===== src/rtl/egts_pkg.sv =====
// Shared widths and types for the transmit timestamp capture block.
// Assumes a 64-bit free-running time counter and 32-bit readout words.
package egts_pkg;
    localparam int unsigned FULL_W = 64;
    localparam int unsigned WORD_W = 32;
    typedef logic [FULL_W-1:0] full_ts_t;
    typedef logic [WORD_W-1:0] word_t;
endpackage


===== src/rtl/egts_capture.sv =====
// Holding register for one port's partial departure time, with its ready flag.
// Assumes depart is a single-cycle strobe. A departure overrides a same-cycle ack.
module egts_capture #(
    parameter int unsigned TS_BITS = 24
) (
    input  logic               clk,
    input  logic               rst_n,
    input  logic               depart,
    input  logic               ack,
    input  logic [TS_BITS-1:0] cnt_low,
    output logic               flag,
    output logic [TS_BITS-1:0] held
);
    // Store the counter bits on a departure; only ack clears the flag.
    always_ff @(posedge clk) begin
        if (!rst_n) begin
            flag <= 1'b0;
            held <= '0;
        end else if (depart) begin
            flag <= 1'b1;
            held <= cnt_low;
        end else if (ack) begin
            flag <= 1'b0;
        end
    end
endmodule


===== src/rtl/egts_pack.sv =====
// Packs the flag and the held partial time into two readout words.
// With a short field the value sits at the top of word 0. A full 32-bit field moves to word 1.
// Assumes TS_BITS is 32 or at most 31; the flag always sits at bit 0 of word 0.
module egts_pack
    import egts_pkg::*;
#(
    parameter int unsigned TS_BITS = 24
) (
    input  logic               flag,
    input  logic [TS_BITS-1:0] held,
    output word_t              word0,
    output word_t              word1
);
    localparam int unsigned GAP = (TS_BITS < WORD_W) ? (WORD_W - TS_BITS - 1) : 1;

    generate
        if (TS_BITS == WORD_W) begin : g_two_word
            // Flag alone in word 0, the value fills word 1.
            always_comb begin
                word0 = {{(WORD_W-1){1'b0}}, flag};
                word1 = word_t'(held);
            end
        end else begin : g_one_word
            // Value in the upper bits of word 0, zero gap, then the flag.
            always_comb begin
                word0 = {held, {GAP{1'b0}}, flag};
                word1 = '0;
            end
        end
    endgenerate
endmodule


===== src/rtl/egts_extend.sv =====
// Rebuilds a 64-bit time from the held partial value and the current counter.
// Corrects for at most one wrap of the short field. The sum is combinational and the output is registered.
// Assumes the request comes within 2^TS_BITS ticks of the capture.
module egts_extend
    import egts_pkg::*;
#(
    parameter int unsigned TS_BITS = 24
) (
    input  logic               clk,
    input  logic               rst_n,
    input  logic               req,
    input  full_ts_t           now,
    input  logic [TS_BITS-1:0] part,
    output full_ts_t           full_ts,
    output logic               full_vld
);
    localparam full_ts_t WRAP = full_ts_t'(1) << TS_BITS;

    full_ts_t joined;
    full_ts_t rebuilt;
    logic     wrapped;

    // Join the upper counter bits to the partial value and undo one wrap.
    always_comb begin
        joined  = {now[FULL_W-1:TS_BITS], part};
        wrapped = (now[TS_BITS-1:0] <= part);
        rebuilt = wrapped ? (joined - WRAP) : joined;
    end

    // Register the result on a request; pulse valid for one cycle.
    always_ff @(posedge clk) begin
        if (!rst_n) begin
            full_ts  <= '0;
            full_vld <= 1'b0;
        end else begin
            full_vld <= req;
            if (req) full_ts <= rebuilt;
        end
    end
endmodule


===== src/rtl/egress_ts_capture.sv =====
// Top level: one port's transmit timestamp register, its readout words and the full-width extender.
// Assumes TS_BITS is 24 or 32 and time_now is a free-running 64-bit counter.
module egress_ts_capture
    import egts_pkg::*;
#(
    parameter int unsigned TS_BITS = 24
) (
    input  logic        clk,
    input  logic        rst_n,
    input  logic [63:0] time_now,
    input  logic        depart,
    input  logic        ack,
    output logic [31:0] word0,
    output logic [31:0] word1,
    input  logic        ext_req,
    output logic [63:0] full_ts,
    output logic        full_vld
);
    logic               cap_flag;
    logic [TS_BITS-1:0] cap_val;

    egts_capture #(.TS_BITS(TS_BITS)) u_cap (
        .clk     (clk),
        .rst_n   (rst_n),
        .depart  (depart),
        .ack     (ack),
        .cnt_low (time_now[TS_BITS-1:0]),
        .flag    (cap_flag),
        .held    (cap_val)
    );

    egts_pack #(.TS_BITS(TS_BITS)) u_pack (
        .flag  (cap_flag),
        .held  (cap_val),
        .word0 (word0),
        .word1 (word1)
    );

    egts_extend #(.TS_BITS(TS_BITS)) u_ext (
        .clk      (clk),
        .rst_n    (rst_n),
        .req      (ext_req),
        .now      (time_now),
        .part     (cap_val),
        .full_ts  (full_ts),
        .full_vld (full_vld)
    );
endmodule


===== config.mk =====
export PLATFORM = sky130hd
export DESIGN_NAME = egress_ts_capture
export DESIGN_NICKNAME = d
export VERILOG_FILES = /design/src/rtl/egts_pkg.sv /design/src/rtl/egts_capture.sv /design/src/rtl/egts_pack.sv /design/src/rtl/egts_extend.sv /design/src/rtl/egress_ts_capture.sv
export SDC_FILE = /design/constraint.sdc
export NUM_CORES = 1
export LEC_CHECK = 0
export BUFFER_PORTS_ARGS = -buffer_cell sky130_fd_sc_hd__buf_4
export CORE_MARGIN = 5
export CORE_UTILIZATION = 55
export CTS_BUF_LIST = sky130_fd_sc_hd__clkbuf_8
export CTS_CLUSTER_SIZE = 30
export DETAILED_ROUTE_END_ITERATION = 10
export PLACE_DENSITY = 0.95
export SLEW_MARGIN = 20
export SYNTH_ARGS = -nofsm -noshare
export SYNTH_HDL_FRONTEND = slang
export SYNTH_HIERARCHICAL = 1
export SYNTH_SLANG_ARGS = --single-unit

===== constraint.sdc =====
create_clock -name clk -period 8.29 [get_ports clk]
set_clock_uncertainty 0.15 [all_clocks]
set_input_delay 0.4145 -clock clk [delete_from_list [all_inputs] [get_ports clk]]
set_output_delay 0.4145 -clock clk [all_outputs]
set_load 0.01 [all_outputs]

# Yosys cells after proc, flatten, opt, wreduce, memory -nomap -nowiden
# Index checks and enable logic that the tools add are counted.
# totals
memories	0
wordCells	10
mem_bits_ro	0
latch_bits	0
inputBits	69
ff_bits	90
ram_bits	0
out_inout_bits	129
# op_classes
n_shift	0
n_eq_ne	0
n_addsub	1
bitwise_logic	0
div_mod_pow	0
reduce_logical	1
magnitude_cmp	1
multipliers	0
muxes	3
# op_table
op	count
$mux 64	1
$sub 64x25->64 const B	1
$le 24x24->1	1
$mux 1	2
$reduce_bool 2->1	1

# Depth between registers and ports, before layout
# Gate-level depths: netlist of run 1.
# depth
ltp_word	2
depth_mapped	11
ltp_nobuf	9

# Hierarchy
# The synthesis of run 1 kept the hierarchy.
# modules_own_cells
mod	area_each_um2	cells_per_inst	n_inst	seq_area_each_um2
egts_extend	3734.8	447	1	1301.2
egts_capture	963.4	80	1	500.5
egts_pack	484.2	65	1	0.0

# Worst setup path before layout of run 1
# Ideal clock, no wire load.
# synth_timing
path_kind	input port to flip-flop
startpoint	in time_now[5]
endpoint	reg u_ext.full_ts[59]
required_time_ns	8.066
setup_ns	0.074
setup_slack_ns	5.521
path_stages	9
path_buffers	1
arrival_time_ns	2.545
cell_sequence	ha_1 -> a211oi_1 -> nor2_1 -> o311ai_1 -> nand3_1 -> buf_1 -> a2111oi_2 -> nand4b_1 -> a31oi_1
# synth_between
elab_chain_len	2
# synth_lines
item	line	rtl
start: declaration	egress_ts_capture.sv:10	input logic [63:0] time_now,
$le 24x24->1	egts_extend.sv:26	wrapped = (now[TS_BITS-1:0] <= part);
$mux 64	egts_extend.sv:27	rebuilt = wrapped ? (joined - WRAP) : joined;
end signal: assignment	egts_extend.sv:37	if (req) full_ts <= rebuilt;
end: declaration	egts_extend.sv:14	output full_ts_t full_ts,
# Every way passes these cells.
# A chain may end at the register's enable or synchronous reset.

# Final worst setup path of run 1
# layout_timing
startpoint	reg u_cap.held[22]
endpoint	reg u_ext.full_ts[55]
# layout_between
elab_chain_len	2
word_cells_on_any_way	3
cone_classes	add/sub: 1; order compare: 1; mux: 1
# layout_lines
item	line	rtl
start: declaration	egts_capture.sv:12	output logic [TS_BITS-1:0] held
start signal: assignment	egts_capture.sv:21	held <= cnt_low;
$sub 64x25->64 or $le 24x24->1 (tied branches)	egts_extend.sv:27, egts_extend.sv:26	
$mux 64 (*)	egts_extend.sv:27	
# Every way passes the cells marked *; elsewhere a longest branch is shown, timed or not.

==> report_table.html, run 1 <==
<table>
<tr><th>Metric</th><th>Value</th></tr>
<tr><th colspan="2">Synth</th></tr>
<tr><td>Most common cell in the netlist</td><td>sky130_fd_sc_hd__dfxtp_1</td></tr>
<tr><td>#FFs+latches synth</td><td>90</td></tr>
<tr><td>Number of instances in the synthesized netlist</td><td>592</td></tr>
<tr><td>Sequential area share after synthesis</td><td>34.8%</td></tr>
<tr><td>Total standard cell area after synthesis</td><td>5180 um2</td></tr>
<tr><td>Post-synthesis average cell area</td><td>8.75 um2</td></tr>
<tr><td>Largest area contributor in the synthesized netlist</td><td>sky130_fd_sc_hd__dfxtp_1</td></tr>
<tr><td>Top post-synthesis cells by count</td><td>sky130_fd_sc_hd__dfxtp_1 (90), sky130_fd_sc_hd__buf_4 (64), sky130_fd_sc_hd__mux2i_1 (48)</td></tr>
<tr><td>Area contributors post-synth</td><td>sky130_fd_sc_hd__dfxtp_1 (35%), sky130_fd_sc_hd__mux2i_1 (9.3%), sky130_fd_sc_hd__buf_4 (9.3%)</td></tr>
<tr><td>Total number of yosys warnings</td><td>6</td></tr>
<tr><td>Synth top area share</td><td>34.8%</td></tr>
<tr><td>Count of distinct cell types in the synthesized netlist</td><td>53</td></tr>
<tr><td>Most used DFF post-synth</td><td>sky130_fd_sc_hd__dfxtp_1</td></tr>
<tr><td>Number of enable-type register cells in the synthesized netlist</td><td>0</td></tr>
<tr><td>Post-synth ARST share</td><td>0%</td></tr>
<tr><th colspan="2">Placed design</th></tr>
<tr><td>Port-buffer cells</td><td>158</td></tr>
<tr><td>Global placer's final weighted congestion</td><td>0.873</td></tr>
<tr><td>Placed cell areas</td><td>6020 um2</td></tr>
<tr><td>HPWL after detailed placement</td><td>10.3 mm</td></tr>
<tr><td>Worst setup slack before clock tree synthesis</td><td>4680 ps</td></tr>
<tr><th colspan="2">Floorplanning</th></tr>
<tr><td>Vert. Die Dim</td><td>107 um</td></tr>
<tr><td>Effective utilization at floorplan</td><td>56.4%</td></tr>
<tr><td>Count of boundary I/O pins</td><td>198</td></tr>
<tr><td>Area of the core</td><td>9200 um2</td></tr>
<tr><td>Die area</td><td>11500 um2</td></tr>
<tr><td>Die width</td><td>107 um</td></tr>
<tr><td>Core Rows</td><td>35</td></tr>
<tr><th colspan="2">Hold path</th></tr>
<tr><td>Number of cells on the worst hold path</td><td>3</td></tr>
<tr><td>Min-delay worst type</td><td>primary input to flip-flop</td></tr>
<tr><th colspan="2">Clock tree</th></tr>
<tr><td>Source-to-sink clock delay at the later pin of the worst-skew pair</td><td>360 ps</td></tr>
<tr><td>TritonCTS buffer count</td><td>9</td></tr>
<tr><td>Count of clock tree sinks</td><td>90</td></tr>
<tr><td>Clock slew seen by the registers of the worst setup and hold paths</td><td>90 ps</td></tr>
<tr><td>Number of buffers added to fix hold violations after cts</td><td>0</td></tr>
<tr><td>Buffers inserted by post-CTS timing repair</td><td>0</td></tr>
<tr><td>Post-CTS sizing</td><td>0</td></tr>
<tr><td>CTS tree</td><td>yes</td></tr>
<tr><td>Worst-case clock buffer depth</td><td>2</td></tr>
<tr><td>Root buf cell</td><td>sky130_fd_sc_hd__clkbuf_8</td></tr>
<tr><td>Level count of the clock H-tree</td><td>3</td></tr>
<tr><th colspan="2">Drt</th></tr>
<tr><td>Per-cell via count in the routed design</td><td>5.65</td></tr>
<tr><td>Detailed-route wire length per cell</td><td>16.8 um</td></tr>
<tr><td>Iteration-0 DRC count of the detailed router</td><td>253</td></tr>
<tr><td>Total Routed Length</td><td>13.8 mm</td></tr>
<tr><td>Vias after detailed routing</td><td>4636</td></tr>
<tr><td>Detailed Routing Iterations Pass 1</td><td>5</td></tr>
<tr><td>ANT nets after route</td><td>0</td></tr>
<tr><td>DRC viols</td><td>0</td></tr>
<tr><th colspan="2">STA</th></tr>
<tr><td>Final worst setup slack</td><td>4650 ps</td></tr>
<tr><td>Final TNS setup</td><td>0 ps</td></tr>
<tr><td>Final hold violation count</td><td>0</td></tr>
<tr><td>Highest achievable clock rate</td><td>274 MHz</td></tr>
<tr><td>Tightest slew margin relative to the limit</td><td>28.6%</td></tr>
<tr><td>Total count of max-transition violations in the final report</td><td>0</td></tr>
<tr><td>Final setup vio count</td><td>0</td></tr>
<tr><td>Clock period minus worst slack</td><td>3640 ps</td></tr>
<tr><td>Fin crit share</td><td>44.0%</td></tr>
<tr><td>Setup repair after global routing missed its margin</td><td>false</td></tr>
<tr><td>Worst Max-Slew Pin Slew</td><td>1070 ps</td></tr>
<tr><th colspan="2">Power</th></tr>
<tr><td>Cell area power density</td><td>160 nW/um2</td></tr>
<tr><td>Leakage power total</td><td>0.00279 uW</td></tr>
<tr><td>Worst vdd rail ir drop</td><td>0.0923 mV</td></tr>
<tr><th colspan="2">Global route</th></tr>
<tr><td>Overall track demand over capacity in global routing</td><td>22.4%</td></tr>
<tr><td>Remaining global-route overflow</td><td>0</td></tr>
<tr><td>Initial antenna violation count</td><td>0</td></tr>
<tr><td>Largest net degree at the start of global routing</td><td>100</td></tr>
<tr><td>Number of global-route vias before repair</td><td>4296</td></tr>
<tr><td>Global-route wire length before repair</td><td>21.0 mm</td></tr>
<tr><th colspan="2">Final layout</th></tr>
<tr><td>Post-route cell area</td><td>6230 um2</td></tr>
<tr><td>Final nets</td><td>799</td></tr>
<tr><td>Antenna cells</td><td>0</td></tr>
<tr><td>Filler cells</td><td>700</td></tr>
<tr><td>Area taken by multi-input logic gates</td><td>2730 um2</td></tr>
<tr><td>Share of cells above drive strength 1</td><td>26.5%</td></tr>
<tr><td>Sequential cell area</td><td>1800 um2</td></tr>
<tr><td>Layout area overhead</td><td>20.2%</td></tr>
<tr><th colspan="2">Outcome</th></tr>
<tr><td>Outcome</td><td>complete, no violations</td></tr>
<tr><th colspan="2">Worst setup path</th></tr>
<tr><td>Worst setup SP type</td><td>flip-flop</td></tr>
<tr><td>Maximum fanout count along the critical path</td><td>16</td></tr>
<tr><td>Crit end category</td><td>flip-flop</td></tr>
<tr><td>Worst setup path category</td><td>flip-flop to flip-flop</td></tr>
<tr><td>Length in cells of the worst reg-to-reg path</td><td>10</td></tr>
<tr><td>Data arrival time of the critical path</td><td>3780 ps</td></tr>
<tr><td>Required time of the critical path</td><td>8420 ps</td></tr>
<tr><th colspan="2">Run</th></tr>
<tr><td>Total of max-cap violations</td><td>0</td></tr>
</table>
==> worst max-delay path, cell delays in order (launching register included) <==
cell and delay [ps]:
sky130_fd_sc_hd__dfxtp_1 430, sky130_fd_sc_hd__inv_1 80, sky130_fd_sc_hd__ha_1 330, sky130_fd_sc_hd__nand4_1 160
sky130_fd_sc_hd__nor4_1 460, sky130_fd_sc_hd__nand2_1 420, sky130_fd_sc_hd__inv_1 240, sky130_fd_sc_hd__o211ai_1 370
sky130_fd_sc_hd__buf_4 350, sky130_fd_sc_hd__or4_1 420, sky130_fd_sc_hd__a31oi_1 160
==> metal layers <==
metal  part of all wire (%)  GRT usage, %
met1                     41          27.9
met2                     49          39.2
met3                    8.4          4.33
met4                    1.4          5.94
met5                      0             0
==> state kept, by name, indices dropped and copies added, names as in the netlist <==
register        cells
u_cap/held         24
u_ext/full_ts      64
u_cap/flag          1
u_ext/full_vld      1
==> cells by family after synthesis <==
family,after synthesis,synth area share (%)
multiplexers,50,9.71
AO/OA/AOI/OAI,135,16.7
XOR/XNOR,11,1.86
flip-flops,90,34.8
AND/OR/NAND/NOR,145,15.6
other,1,0.0724
buffers and inverters,135,15.2
adder cells (fa/ha/maj),25,6.04
==> cell usage in the layout, fill, tap and decap left out, types with 2 or more instances in the layout <==
cell,count
sky130_fd_sc_hd__xnor2_1,9
sky130_fd_sc_hd__xor2_1,2
sky130_fd_sc_hd__a211oi_1,4
sky130_fd_sc_hd__o31a_1,3
sky130_fd_sc_hd__a31oi_1,24
sky130_fd_sc_hd__nand4_1,5
sky130_fd_sc_hd__clkbuf_8,11
sky130_fd_sc_hd__a21oi_1,25
sky130_fd_sc_hd__o21ai_1,8
sky130_fd_sc_hd__clkinv_4,2
sky130_fd_sc_hd__o211ai_1,2
sky130_fd_sc_hd__a2111oi_4,2
sky130_fd_sc_hd__mux2i_1,48
sky130_fd_sc_hd__nand3_1,6
sky130_fd_sc_hd__o41ai_1,4
sky130_fd_sc_hd__o2111ai_1,2
sky130_fd_sc_hd__nand2_1,14
sky130_fd_sc_hd__buf_4,159
sky130_fd_sc_hd__and3_1,4
sky130_fd_sc_hd__nand4b_1,2
sky130_fd_sc_hd__o21ai_0,40
sky130_fd_sc_hd__mux2_1,2
sky130_fd_sc_hd__a2111oi_0,2
sky130_fd_sc_hd__dfxtp_1,90
sky130_fd_sc_hd__or4_4,2
sky130_fd_sc_hd__nor4_1,4
sky130_fd_sc_hd__nor2_1,41
sky130_fd_sc_hd__nor3_1,5
sky130_fd_sc_hd__ha_1,25
sky130_fd_sc_hd__or2_2,5
sky130_fd_sc_hd__nor2b_1,25
sky130_fd_sc_hd__inv_1,40
sky130_fd_sc_hd__or3_1,13
sky130_fd_sc_hd__conb_1,39
sky130_fd_sc_hd__or4_1,12
sky130_fd_sc_hd__o31ai_1,12
==> through the flow <==
stage | cells | total power, uW | util (%) | hold WS (ps)
2_1_floorplan | 630 | 613 | - | 355
3_3_place_gp | 805 | 678 | 65.4 | 325
3_5_place_dp | 805 | 687 | 65.4 | 331
4_1_cts | 821 | 999 | 67.8 | 180
5_1_grt | 821 | 1040 | 67.8 | 190
6_report | 821 | 999 | 67.8 | 186
==> final cells by class <==
class,count,share of cell area [%]
Sequential cell,90,28.9
Tap cell,111,2.23
Clock inverter,5,0.984
Clock buffer,11,2.43
Multi-Input combinational cell,405,43.9
Timing Repair Buffer,159,19.2
Inverter,40,2.41
==> worst paths after layout <==
path | slack, ps | endpoint | from
max reg2reg | 4650 | u_ext/full_ts[55]$_SDFFE_PN0P_ | u_cap/held[22]$_SDFFE_PN0P_
max | 4650 | u_ext/full_ts[55]$_SDFFE_PN0P_ | u_cap/held[22]$_SDFFE_PN0P_
min reg2reg | 350 | u_ext/full_ts[26]$_SDFFE_PN0P_ | u_ext/full_ts[26]$_SDFFE_PN0P_
min | 190 | u_cap/held[0]$_SDFFE_PN0P_ | time_now[0]
==> power by group <==
part	switching, uW	leakage (uW)	internal (uW)
combinational	110	0.00194	94.0
sequential	18.0	0.000743	458
clock	161	0.000110	158
Note: power is estimated with default switching activity, not from simulation.
==> run 2, diff against run 1 <==
--- a/config.mk
+++ b/config.mk
@@ -5,13 +5,14 @@
 export SDC_FILE = /design/constraint.sdc
 export NUM_CORES = 1
 export LEC_CHECK = 0
+export ABC_AREA = 1
 export BUFFER_PORTS_ARGS = -buffer_cell sky130_fd_sc_hd__buf_4
 export CORE_MARGIN = 5
-export CORE_UTILIZATION = 55
+export CORE_UTILIZATION = 48
 export CTS_BUF_LIST = sky130_fd_sc_hd__clkbuf_8
 export CTS_CLUSTER_SIZE = 30
 export DETAILED_ROUTE_END_ITERATION = 10
-export PLACE_DENSITY = 0.95
+export PLACE_DENSITY = 0.86
 export SLEW_MARGIN = 20
 export SYNTH_ARGS = -nofsm -noshare
 export SYNTH_HDL_FRONTEND = slang
==> constraint.sdc (replaced) <==
create_clock -name clk -period 3.3 [get_ports clk]
set_clock_uncertainty 0.15 [all_clocks]
set_input_delay 0.165 -clock clk [delete_from_list [all_inputs] [get_ports clk]]
set_output_delay 0.165 -clock clk [all_outputs]
set_load 0.01 [all_outputs]
==> run 2 against run 1 <==
Effect of this change:
- sequential share of layout area shrank 5.4 points
- sequential cell count is the same
- setup slack lost 4000 ps
- synthesized area grew 16%
- first-iteration DRC count grew 38%
- non-clock buffer count grew 66
- synthesized cell count grew 53%
- final cell count grew 52%
- register-to-register slack lost 3900 ps
- cell area grew 23%
- clock power grew 110%
- highest routed layer unchanged
==> report_table.html, run 2 <==
<table>
<tr><th>Metric</th><th>Value</th></tr>
<tr><th colspan="2">Outcome</th></tr>
<tr><td>Outcome</td><td>complete, no violations</td></tr>
<tr><th colspan="2">Drt</th></tr>
<tr><td>DRC viols</td><td>0</td></tr>
<tr><td>Iteration-0 DRC count of the detailed router</td><td>348</td></tr>
<tr><td>Detailed Routing Iterations Pass 1</td><td>5</td></tr>
<tr><td>Total Routed Length</td><td>17.1 mm</td></tr>
<tr><td>Per-cell via count in the routed design</td><td>4.83</td></tr>
<tr><td>ANT nets after route</td><td>0</td></tr>
<tr><td>Detailed-route wire length per cell</td><td>13.6 um</td></tr>
<tr><td>Vias after detailed routing</td><td>6047</td></tr>
<tr><th colspan="2">Clock tree</th></tr>
<tr><td>Count of clock tree sinks</td><td>90</td></tr>
<tr><td>Worst-case clock buffer depth</td><td>2</td></tr>
<tr><td>Clock slew seen by the registers of the worst setup and hold paths</td><td>80 ps</td></tr>
<tr><td>CTS tree</td><td>yes</td></tr>
<tr><td>Source-to-sink clock delay at the later pin of the worst-skew pair</td><td>380 ps</td></tr>
<tr><td>TritonCTS buffer count</td><td>9</td></tr>
<tr><td>Number of buffers added to fix hold violations after cts</td><td>62</td></tr>
<tr><td>Level count of the clock H-tree</td><td>3</td></tr>
<tr><td>Buffers inserted by post-CTS timing repair</td><td>0</td></tr>
<tr><td>Post-CTS sizing</td><td>0</td></tr>
<tr><td>Root buf cell</td><td>sky130_fd_sc_hd__clkbuf_8</td></tr>
<tr><th colspan="2">Worst setup path</th></tr>
<tr><td>Worst setup path category</td><td>primary input to flip-flop</td></tr>
<tr><td>Crit end category</td><td>flip-flop</td></tr>
<tr><td>Maximum fanout count along the critical path</td><td>41</td></tr>
<tr><td>Series of cell instances along the critical path</td><td>dlygate4sd3_1, buf_4, ha_1, nand2_1, nor2_1, nand2_1, nor2_4, nand2_2, nand3_4, nand2_2, o21ai_1, nand3_1, nand2_1, inv_1</td></tr>
<tr><td>Most Frequent Cell on Critical Path</td><td>sky130_fd_sc_hd__nand2_1</td></tr>
<tr><td>CP max stage delay</td><td>550 ps</td></tr>
<tr><td>Data arrival time of the critical path</td><td>2750 ps</td></tr>
<tr><td>Standard cell with the maximum stage delay on the critical path</td><td>sky130_fd_sc_hd__dlygate4sd3_1</td></tr>
<tr><td>Worst setup SP type</td><td>primary input</td></tr>
<tr><td>Required time of the critical path</td><td>3430 ps</td></tr>
<tr><th colspan="2">STA</th></tr>
<tr><td>Setup repair after global routing missed its margin</td><td>false</td></tr>
<tr><td>Hold Slack</td><td>57.3 ps</td></tr>
<tr><td>Worst Max-Slew Pin Slew</td><td>713 ps</td></tr>
<tr><td>Total count of max-transition violations in the final report</td><td>0</td></tr>
<tr><td>Fin crit share</td><td>79.6%</td></tr>
<tr><td>Highest achievable clock rate</td><td>381 MHz</td></tr>
<tr><td>Clock period minus worst slack</td><td>2630 ps</td></tr>
<tr><td>Tightest slew margin relative to the limit</td><td>52.3%</td></tr>
<tr><td>Final setup vio count</td><td>0</td></tr>
<tr><td>Final hold violation count</td><td>0</td></tr>
<tr><td>Final TNS setup</td><td>0 ps</td></tr>
<tr><th colspan="2">Synth</th></tr>
<tr><td>Post-synth ARST share</td><td>0%</td></tr>
<tr><td>Post-synthesis average cell area</td><td>6.61 um2</td></tr>
<tr><td>Count of distinct cell types in the synthesized netlist</td><td>36</td></tr>
<tr><td>Total standard cell area after synthesis</td><td>6000 um2</td></tr>
<tr><td>Number of enable-type register cells in the synthesized netlist</td><td>0</td></tr>
<tr><td>Synth top area share</td><td>30.0%</td></tr>
<tr><td>Most common cell in the netlist</td><td>sky130_fd_sc_hd__nor2_1</td></tr>
<tr><td>#FFs+latches synth</td><td>90</td></tr>
<tr><td>Area contributors post-synth</td><td>sky130_fd_sc_hd__dfxtp_1 (30%), sky130_fd_sc_hd__nor2_1 (12%), sky130_fd_sc_hd__nand2_1 (10%)</td></tr>
<tr><td>Number of instances in the synthesized netlist</td><td>907</td></tr>
<tr><td>Sequential area share after synthesis</td><td>30.0%</td></tr>
<tr><td>Most used DFF post-synth</td><td>sky130_fd_sc_hd__dfxtp_1</td></tr>
<tr><td>Largest area contributor in the synthesized netlist</td><td>sky130_fd_sc_hd__dfxtp_1</td></tr>
<tr><td>Top post-synthesis cells by count</td><td>sky130_fd_sc_hd__nor2_1 (195), sky130_fd_sc_hd__nand2_1 (164), sky130_fd_sc_hd__dfxtp_1 (90)</td></tr>
<tr><td>Total number of yosys warnings</td><td>6</td></tr>
<tr><th colspan="2">Global route</th></tr>
<tr><td>Number of global-route vias before repair</td><td>5878</td></tr>
<tr><td>Remaining global-route overflow</td><td>0</td></tr>
<tr><td>Largest net degree at the start of global routing</td><td>68</td></tr>
<tr><td>Initial antenna violation count</td><td>0</td></tr>
<tr><td>Overall track demand over capacity in global routing</td><td>22.7%</td></tr>
<tr><td>Global-route wire length before repair</td><td>27.3 mm</td></tr>
<tr><th colspan="2">Placed design</th></tr>
<tr><td>Placed cell areas</td><td>6870 um2</td></tr>
<tr><td>Port-buffer cells</td><td>158</td></tr>
<tr><td>Global placer's final weighted congestion</td><td>0.872</td></tr>
<tr><td>HPWL after detailed placement</td><td>11.7 mm</td></tr>
<tr><th colspan="2">Final layout</th></tr>
<tr><td>Share of cells above drive strength 1</td><td>19.8%</td></tr>
<tr><td>Commonest non-fill, non-tap cell in the layout</td><td>sky130_fd_sc_hd__nor2_1</td></tr>
<tr><td>Flip-flop count of the largest register after layout</td><td>64</td></tr>
<tr><td>Layout area overhead</td><td>27.6%</td></tr>
<tr><td>Antenna cells</td><td>0</td></tr>
<tr><td>Post-route cell area</td><td>7650 um2</td></tr>
<tr><td>Highest-count cells in the layout ignoring fill and taps</td><td>sky130_fd_sc_hd__nor2_1 (195), sky130_fd_sc_hd__nand2_1 (164), sky130_fd_sc_hd__buf_4 (163)</td></tr>
<tr><td>Register with the highest flop count</td><td>u_ext/full_ts</td></tr>
<tr><td>Registers with the most flip-flops</td><td>u_ext/full_ts: 64 flops, u_cap/held: 24 flops</td></tr>
<tr><td>Final nets</td><td>1173</td></tr>
<tr><th colspan="2">Floorplanning</th></tr>
<tr><td>Effective utilization at floorplan</td><td>49.5%</td></tr>
<tr><td>Die width</td><td>122 um</td></tr>
<tr><td>Count of boundary I/O pins</td><td>198</td></tr>
<tr><td>Die area</td><td>14800 um2</td></tr>
<tr><td>Core Rows</td><td>40</td></tr>
<tr><td>Area of the core</td><td>12100 um2</td></tr>
<tr><td>Vert. Die Dim</td><td>122 um</td></tr>
<tr><th colspan="2">Power</th></tr>
<tr><td>Worst vdd rail ir drop</td><td>0.257 mV</td></tr>
<tr><td>Leakage power total</td><td>0.00385 uW</td></tr>
<tr><td>Cell area power density</td><td>353 nW/um2</td></tr>
<tr><th colspan="2">Run</th></tr>
<tr><td>Total of max-cap violations</td><td>0</td></tr>
<tr><th colspan="2">Hold path</th></tr>
<tr><td>Min-delay worst type</td><td>primary input to flip-flop</td></tr>
</table>
==> run 2: through the flow <==
stage	cells	worst slack, ps	utilization [%]	total power [uW]
floorplan	945	1340	-	1740
global placement	1174	831	56.7	1950
detailed placement	1174	789	56.7	1970
CTS	1251	715	63.2	2720
global route	1251	496	63.2	2890
finish	1251	674	63.2	2700
==> run 2: power by group <==
group	switching, uW	leakage (uW)	internal, uW	total (uW)
logic	442	0.00302	356	798
clock network	411	0.0000831	272	682
registers	52.0	0.000747	1170	1220
==> run 2: path summary, 6_finish.rpt <==
check | from | to | slack, ps | depth (start not counted)
worst max-delay path | time_now[23] | u_ext/full_ts[61]$_SDFFE_PN0P_ | 670 | 14
worst min-delay path | time_now[40] | u_ext/full_ts[40]$_SDFFE_PN0P_ | 60 | 5
worst max register to register | u_cap/held[23]$_SDFFE_PN0P_ | u_ext/full_ts[61]$_SDFFE_PN0P_ | 720 | 13
worst min register to register | u_cap/flag$_SDFFE_PN0P_ | u_cap/flag$_SDFFE_PN0P_ | 310 | 2
==> run 2: layer usage <==
layer	part of all wire, %	GRT usage, %	wire [um]
met2	50	41.5	8540
met5	0	0	0
met4	1.8	7.14	315
met3	7.6	6.31	1290
met1	41	25.4	6920
==> run 2: critical path, delay by kind of cell <==
kind / cells / cell delay (ps)
simple gates: 9 / 1280
compound gates: 1 / 260
fa+ha+maj: 1 / 290
buf+inv: 3 / 750
==> run 2: cell type report <==
| class | count | area, um2 |
|---|---|---|
| inverter | 89 | 335 |
| clock buffer | 9 | 124 |
| fill | 1075 | 4460 |
| tap | 168 | 210 |
| multi-input combinational | 664 | 3290 |
| sequential | 90 | 1800 |
| timing repair buffer | 225 | 1840 |
| clock inverter | 6 | 45.0 |
==> run 2: cell families (layout without fill, tap and decap cells) <==
group | after synthesis | in the layout | share of synthesized area (%)
fa+ha+maj | 25 | 25 | 5.21
flops | 90 | 90 | 30.0
compound gates | 91 | 91 | 7.80
xor+xnor | 34 | 34 | 4.96
buf+inv | 191 | 329 | 17.4
simple gates | 475 | 475 | 34.5
other cells | 1 | 39 | 0.0625
